**src/rtl/snapbuf_pkg.sv**
```systemverilog
package snapbuf_pkg;
  typedef enum logic {
    BM_BYTE = 1'b0,
    BM_HALF = 1'b1
  } bmode_e;
endpackage

```
**src/rtl/zmark_sync.sv**
```systemverilog
module zmark_sync #(
  parameter int STAGES = 2
) (
  input  logic clk,
  input  logic rst,
  input  logic async_i,
  output logic rise_o
);
  // stages 0..STAGES-1 synchronize, stage STAGES holds the previous value
  logic [STAGES:0] chain_q;

  always_ff @(posedge clk) begin
    if (rst) chain_q <= '0;
    else     chain_q <= {chain_q[STAGES-1:0], async_i};
  end

  assign rise_o = chain_q[STAGES-1] & ~chain_q[STAGES];

  AST_ONE_RISE_PER_EDGE: assert property (@(posedge clk) disable iff (rst)
    rise_o |=> !rise_o);
endmodule

```
**src/rtl/strobe_gate.sv**
```systemverilog
module strobe_gate #(
  parameter int          WR_AW    = 2,
  parameter int          BUS_W    = 16,
  parameter int unsigned STB_ADDR = 3,
  parameter int unsigned STB_CODE = 1
) (
  input  logic             wr_en_i,
  input  logic [WR_AW-1:0] wr_addr_i,
  input  logic [BUS_W-1:0] wr_data_i,
  input  logic             hw_acq_mode_i,
  input  logic             wprot_i,
  output logic             strobe_o
);
  logic hit;
  logic locked;

  always_comb begin
    hit      = wr_en_i && (wr_addr_i == WR_AW'(STB_ADDR)) && (wr_data_i == BUS_W'(STB_CODE));
    locked   = hw_acq_mode_i && wprot_i;
    strobe_o = hit && !locked;
  end
endmodule

```
**src/rtl/snap_store.sv**
```systemverilog
module snap_store #(
  parameter int CNT_W = 32
) (
  input  logic             clk,
  input  logic             rst,
  input  logic [CNT_W-1:0] cnt_i,
  input  logic             zrise_i,
  input  logic             strobe_i,
  input  logic             msb_rd_i,
  output logic [CNT_W-1:0] snap_o,
  output logic             valid_o
);
  logic capture;
  assign capture = zrise_i | strobe_i;

  always_ff @(posedge clk) begin
    if (rst) begin
      snap_o  <= '0;
      valid_o <= 1'b0;
    end else begin
      if (capture) snap_o <= cnt_i;
      if (capture)       valid_o <= 1'b1;
      else if (msb_rd_i) valid_o <= 1'b0;
    end
  end

  AST_CAPTURE_LOADS: assert property (@(posedge clk) disable iff (rst)
    capture |=> (snap_o == $past(cnt_i)));
  AST_HOLD_WITHOUT_CAPTURE: assert property (@(posedge clk) disable iff (rst)
    !capture |=> $stable(snap_o));
  AST_VALID_SET: assert property (@(posedge clk) disable iff (rst)
    capture |=> valid_o);
  AST_VALID_CLEAR: assert property (@(posedge clk) disable iff (rst)
    (msb_rd_i && !capture) |=> !valid_o);
endmodule

```
**src/rtl/read_port.sv**
```systemverilog
module read_port
  import snapbuf_pkg::*;
#(
  parameter int CNT_W = 32,
  parameter int BUS_W = 16,
  localparam int NB   = CNT_W / 8,
  localparam int NW   = CNT_W / BUS_W,
  localparam int RAW  = $clog2(NB),
  localparam int WAW  = (NW > 1) ? $clog2(NW) : 1
) (
  input  logic             clk,
  input  logic             rst,
  input  logic [CNT_W-1:0] snap_i,
  input  bmode_e           mode_i,
  input  logic             rd_en_i,
  input  logic [RAW-1:0]   rd_addr_i,
  output logic [BUS_W-1:0] rd_data_o,
  output logic             rd_valid_o,
  output logic             msb_rd_o
);
  logic [7:0]       lane_b [NB];
  logic [BUS_W-1:0] lane_w [NW];
  logic [BUS_W-1:0] sel;

  for (genvar b = 0; b < NB; b++) begin : g_byte
    assign lane_b[b] = snap_i[8*b +: 8];
  end
  for (genvar w = 0; w < NW; w++) begin : g_half
    assign lane_w[w] = snap_i[BUS_W*w +: BUS_W];
  end

  always_comb begin
    if (mode_i == BM_HALF) begin
      sel      = lane_w[rd_addr_i[WAW-1:0]];
      msb_rd_o = rd_en_i && (rd_addr_i[WAW-1:0] == WAW'(NW - 1));
    end else begin
      sel      = BUS_W'(lane_b[rd_addr_i]);
      msb_rd_o = rd_en_i && (rd_addr_i == RAW'(NB - 1));
    end
  end

  always_ff @(posedge clk) begin
    if (rst) begin
      rd_data_o  <= '0;
      rd_valid_o <= 1'b0;
    end else begin
      rd_valid_o <= rd_en_i;
      if (rd_en_i) rd_data_o <= sel;
    end
  end

  AST_READ_LATENCY: assert property (@(posedge clk) disable iff (rst)
    rd_en_i |=> rd_valid_o);
  AST_BYTE_UPPER_ZERO: assert property (@(posedge clk) disable iff (rst)
    (rd_valid_o && $past(mode_i == BM_BYTE)) |-> (rd_data_o[BUS_W-1:8] == '0));
endmodule

```
**src/rtl/snap_capture_buf.sv**
```systemverilog
module snap_capture_buf
  import snapbuf_pkg::*;
#(
  parameter int          CNT_W       = 32,
  parameter int          BUS_W       = 16,
  parameter int          WR_AW       = 2,
  parameter int unsigned STB_ADDR    = 3,
  parameter int unsigned STB_CODE    = 1,
  parameter int          SYNC_STAGES = 2,
  localparam int         RAW         = $clog2(CNT_W / 8)
) (
  input  logic             clk,
  input  logic             rst,
  input  logic [CNT_W-1:0] count_i,
  input  logic             zmark_i,
  input  logic             board_mode_i,
  input  logic             hw_acq_mode_i,
  input  logic             wprot_i,
  input  logic             wr_en_i,
  input  logic [WR_AW-1:0] wr_addr_i,
  input  logic [BUS_W-1:0] wr_data_i,
  input  logic             rd_en_i,
  input  logic [RAW-1:0]   rd_addr_i,
  output logic [BUS_W-1:0] rd_data_o,
  output logic             rd_valid_o,
  output logic             cap_valid_o
);
  logic             zrise;
  logic             sw_strobe;
  logic             msb_rd;
  logic [CNT_W-1:0] snap;
  bmode_e           mode;

  assign mode = bmode_e'(board_mode_i);

  zmark_sync #(.STAGES(SYNC_STAGES)) u_sync (
    .clk     (clk),
    .rst     (rst),
    .async_i (zmark_i),
    .rise_o  (zrise)
  );

  strobe_gate #(
    .WR_AW    (WR_AW),
    .BUS_W    (BUS_W),
    .STB_ADDR (STB_ADDR),
    .STB_CODE (STB_CODE)
  ) u_gate (
    .wr_en_i       (wr_en_i),
    .wr_addr_i     (wr_addr_i),
    .wr_data_i     (wr_data_i),
    .hw_acq_mode_i (hw_acq_mode_i),
    .wprot_i       (wprot_i),
    .strobe_o      (sw_strobe)
  );

  snap_store #(.CNT_W(CNT_W)) u_store (
    .clk      (clk),
    .rst      (rst),
    .cnt_i    (count_i),
    .zrise_i  (zrise),
    .strobe_i (sw_strobe),
    .msb_rd_i (msb_rd),
    .snap_o   (snap),
    .valid_o  (cap_valid_o)
  );

  read_port #(.CNT_W(CNT_W), .BUS_W(BUS_W)) u_rd (
    .clk        (clk),
    .rst        (rst),
    .snap_i     (snap),
    .mode_i     (mode),
    .rd_en_i    (rd_en_i),
    .rd_addr_i  (rd_addr_i),
    .rd_data_o  (rd_data_o),
    .rd_valid_o (rd_valid_o),
    .msb_rd_o   (msb_rd)
  );

  AST_LOCKED_STROBE_IGNORED: assert property (@(posedge clk) disable iff (rst)
    (hw_acq_mode_i && wprot_i && wr_en_i && (wr_addr_i == WR_AW'(STB_ADDR)) && !zrise)
      |=> $stable(snap));
  AST_OPEN_STROBE_CAPTURES: assert property (@(posedge clk) disable iff (rst)
    (!(hw_acq_mode_i && wprot_i) && wr_en_i && (wr_addr_i == WR_AW'(STB_ADDR))
      && (wr_data_i == BUS_W'(STB_CODE))) |=> (snap == $past(count_i)));
endmodule

```
**config.mk**
```make
export PLATFORM = sky130hd
export DESIGN_NAME = snap_capture_buf
export DESIGN_NICKNAME = d
export VERILOG_FILES = /design/src/rtl/snapbuf_pkg.sv /design/src/rtl/zmark_sync.sv /design/src/rtl/strobe_gate.sv /design/src/rtl/snap_store.sv /design/src/rtl/read_port.sv /design/src/rtl/snap_capture_buf.sv
export SDC_FILE = /design/constraint.sdc
export NUM_CORES = 1
export LEC_CHECK = 0
export BUFFER_PORTS_ARGS = -buffer_cell sky130_fd_sc_hd__buf_2
export CORE_ASPECT_RATIO = 0.8
export CORE_MARGIN = 2
export CORE_UTILIZATION = 49
export CTS_BUF_LIST = sky130_fd_sc_hd__clkbuf_8
export CTS_CLUSTER_SIZE = 14
export DETAILED_ROUTE_END_ITERATION = 10
export PLACE_DENSITY = 0.78
export SLEW_MARGIN = 0
export SYNTH_ARGS = -nofsm -noshare
export SYNTH_HDL_FRONTEND = slang
export SYNTH_HIERARCHICAL = 1
export SYNTH_SLANG_ARGS = --single-unit
```
**constraint.sdc**
```tcl
create_clock -name clk -period 1.8 [get_ports clk]
set_input_delay 0.27 -clock clk [delete_from_list [all_inputs] [get_ports clk]]
set_output_delay 0.27 -clock clk [all_outputs]
set_load 0.01 [all_outputs]
```
==> flow_summary.json <==
{
  "area_growth_pct": 18.20,
  "io_pins": 78,
  "numCtsBuffers": 5,
  "synth_top_family_by_area": "simple AND/OR/NAND/NOR gates",
  "async_reset_ff_frac": 0,
  "fmax_mhz": 744.4,
  "status": "finished with violations",
  "synth_most_common_cell": "dfxtp_1",
  "post-cts-setup-buffers": 0,
  "start_kind": "flop",
  "multi_input_area_sq_um": 1405,
  "drt_wl_total_um": 5993,
  "grt.total_usage": 0.2094,
  "violations": "design-rule violations",
  "synthSimpleGateAreaFrac": 0.2406,
  "die_width_um": 85.85,
  "fp-row-count": 23,
  "grt_pass1_wl_um": 9860,
  "timing.final.crit_period_ps": 1343,
  "critPathCaptureType": "flop",
  "die_height_um": 69.48,
  "drc": 4,
  "critPathBufInv": 0,
  "path_class": "flop to flop",
  "maxSlewHeadroom": 0.6501,
  "drt_iter0_drc": 152,
  "seqCellArea_sq_um": 1061,
  "synth_adder_area_share": 0,
  "crit_fanout": 3,
  "muxShareOfSynthArea": 0.1029,
  "clock_skew_ps": 7.445,
  "syn_area_per_cell_sq_um": 9.087,
  "finalSetupViolCount": 0,
  "synth_top_cells_by_area": "dfxtp_1 40%, or3b_1 11%, a21oi_1 8.6%",
  "final_util": 0.6094,
  "post-synth-top-area-fraction": 0.4040,
  "dr_total_vias": 2296,
  "cts_max_level": 2,
  "ys_ff_latch": 53,
  "ctsResizeCount": 0,
  "critPathMaxStageDelay_ps": 460,
  "layout.nets": 409,
  "synth_fp_nets": 349,
  "synth_ff_type": "dfxtp_1",
  "yosysUniqueCellTypes": 29,
  "cp_num_cells": 3,
  "synthXorXnorAreaFrac": 0,
  "yosysTopAreaCell": "dfxtp_1",
  "synth_warnings": 6,
  "slowest_stage": "mux4_2",
  "required_ps": 2020,
  "arrival_ps": 1560,
  "critPathTopFamily": "multiplexers",
  "clk_pin_slew_worst_paths_ps": 90,
  "hp-class": "input pin to flop",
  "grt_setup_unrepaired": "no",
  "vdd_drop_max_mv": 0.4427,
  "antenna_found_initial": 0,
  "dieArea_sq_um": 5965,
  "synth-edff-count": 0,
  "path_cells": "mux2_2 > mux4_2 > o21a_1",
  "cts_buffer_depth": 2,
  "routabilityCongestion": 0.8447,
  "fillers": 466,
  "cts.sinks": 53,
  "power_density_nw_per_um2": 717.5,
  "ctsHoldBuffers": 0,
  "io_buffers": 77,
  "ys_seq_area_frac": 0.4040,
  "final.period_utilization": 0.7463,
  "insertion_delay_ps": 310,
  "routedWlPerCell_um": 14.55,
  "holdWs_ps": 177.5,
  "p_leak_nw": 1.221,
  "core_sq_um": 5094,
  "worst_pin_slew_ps": 524.9,
  "vias_per_cell": 5.573,
  "ant_nets": 0,
  "rr_worst_depth": 3,
  "synth-compound-area-share": 0.1868,
  "maxCapViolCount": 0,
  "grt_max_degree": 66,
  "maxSlewViolCount": 0,
  "grt_pass1_vias": 2083,
  "syn_area_sq_um": 2626,
  "place_hpwl_um": 4229,
  "grt_remaining_overflow": 0,
  "dr.pass1.iters": 7,
  "syn-instance-count": 289,
  "cts_root_buf": "clkbuf_8",
  "start_util": 0.5156,
  "antenna_cells": 0,
  "netlist_top_cells_count": "53 x dfxtp_1, 45 x a21oi_1, 32 x or3b_1",
  "cts_tree": "yes",
  "hold_depth": 2,
  "final_hold_viol_count": 0,
  "drive_above_1_share": 0.3286,
  "setup_tns_ps": 0
}
-- cells in the final DEF (no fill, tap or decap), types with 2 or more instances in the layout --
cell      instances
buf_2            77
dfxtp_1          53
a21oi_1          45
or3b_1           32
o21ai_1          27
nor2_1           24
mux2_2           16
nor2b_1          12
nand2_1          10
nand3b_1          8
clkbuf_8          6
o21ai_0           5
a32o_1            4
a311oi_1          4
mux4_2            4
o21a_1            4
buf_12            3
nand2b_1          2
buf_4             2
-- layout make-up --
class                   instances  area share
clock inverters                 2    0.004434
well taps                      62     0.02499
multi-input cells             206      0.4526
inverters                       1    0.001209
repair buffers                 82      0.1483
clock buffers                   6     0.02660
flip-flops and latches         53      0.3418
-- kinds of logic after synthesis --
group | Yosys count
flip-flops | 53
AO/OA/AOI/OAI | 89
buffers and inverters | 30
AND/OR/NAND/NOR | 97
multiplexers | 20
-- flip-flops by register name (all words and copies together), names as in the netlist --
name / flops
u_store/valid_o: 1
u_rd/rd_valid_o: 1
u_rd/rd_data_o: 16
u_store/snap_o: 32
u_sync/chain_q: 3
-- final timing paths --
| kind | start | end | slack [ps] |
|---|---|---|---|
| max | u_store/snap_o[18]$_SDFFE_PP0P_ | u_rd/rd_data_o[2]$_SDFFE_PP0P_ | 460 |
| max reg2reg | u_store/snap_o[18]$_SDFFE_PP0P_ | u_rd/rd_data_o[2]$_SDFFE_PP0P_ | 460 |
| min reg2reg | u_sync/chain_q[0]$_SDFF_PP0_ | u_sync/chain_q[1]$_SDFF_PP0_ | 450 |
| min | zmark_i | u_sync/chain_q[0]$_SDFF_PP0_ | 180 |
-- routing by layer --
| layer | wire length (um) | GRT usage | up-vias |
|---|---|---|---|
| met5 | 0 | 0 | - |
| met4 | 66 | 0.06702 | 0 |
| met3 | 500 | 0.07024 | 6 |
| met2 | 2687 | 0.2986 | 72 |
| met1 | 2738 | 0.2971 | 1051 |
| li1 | - | - | 1167 |
-- stage by stage --
stage	cell area [sq um]	setup slack, ps	cells	power, mW
6_report	3104	456.7	412	2.227
2_1_floorplan	2626	301.8	289	1.431
3_5_place_dp	3008	207.9	404	1.548
5_1_grt	3104	397.8	412	2.333
3_3_place_gp	3008	255.7	404	1.542
4_1_cts	3104	455.3	412	2.249
-- power by group --
group	leakage (nW)	internal, mW	switching [mW]
clock	0.0512	0.312	0.394
sequential	0.432	1.21	0.0258
combinational	0.738	0.145	0.137
Power figures use the tool's default switching activity.
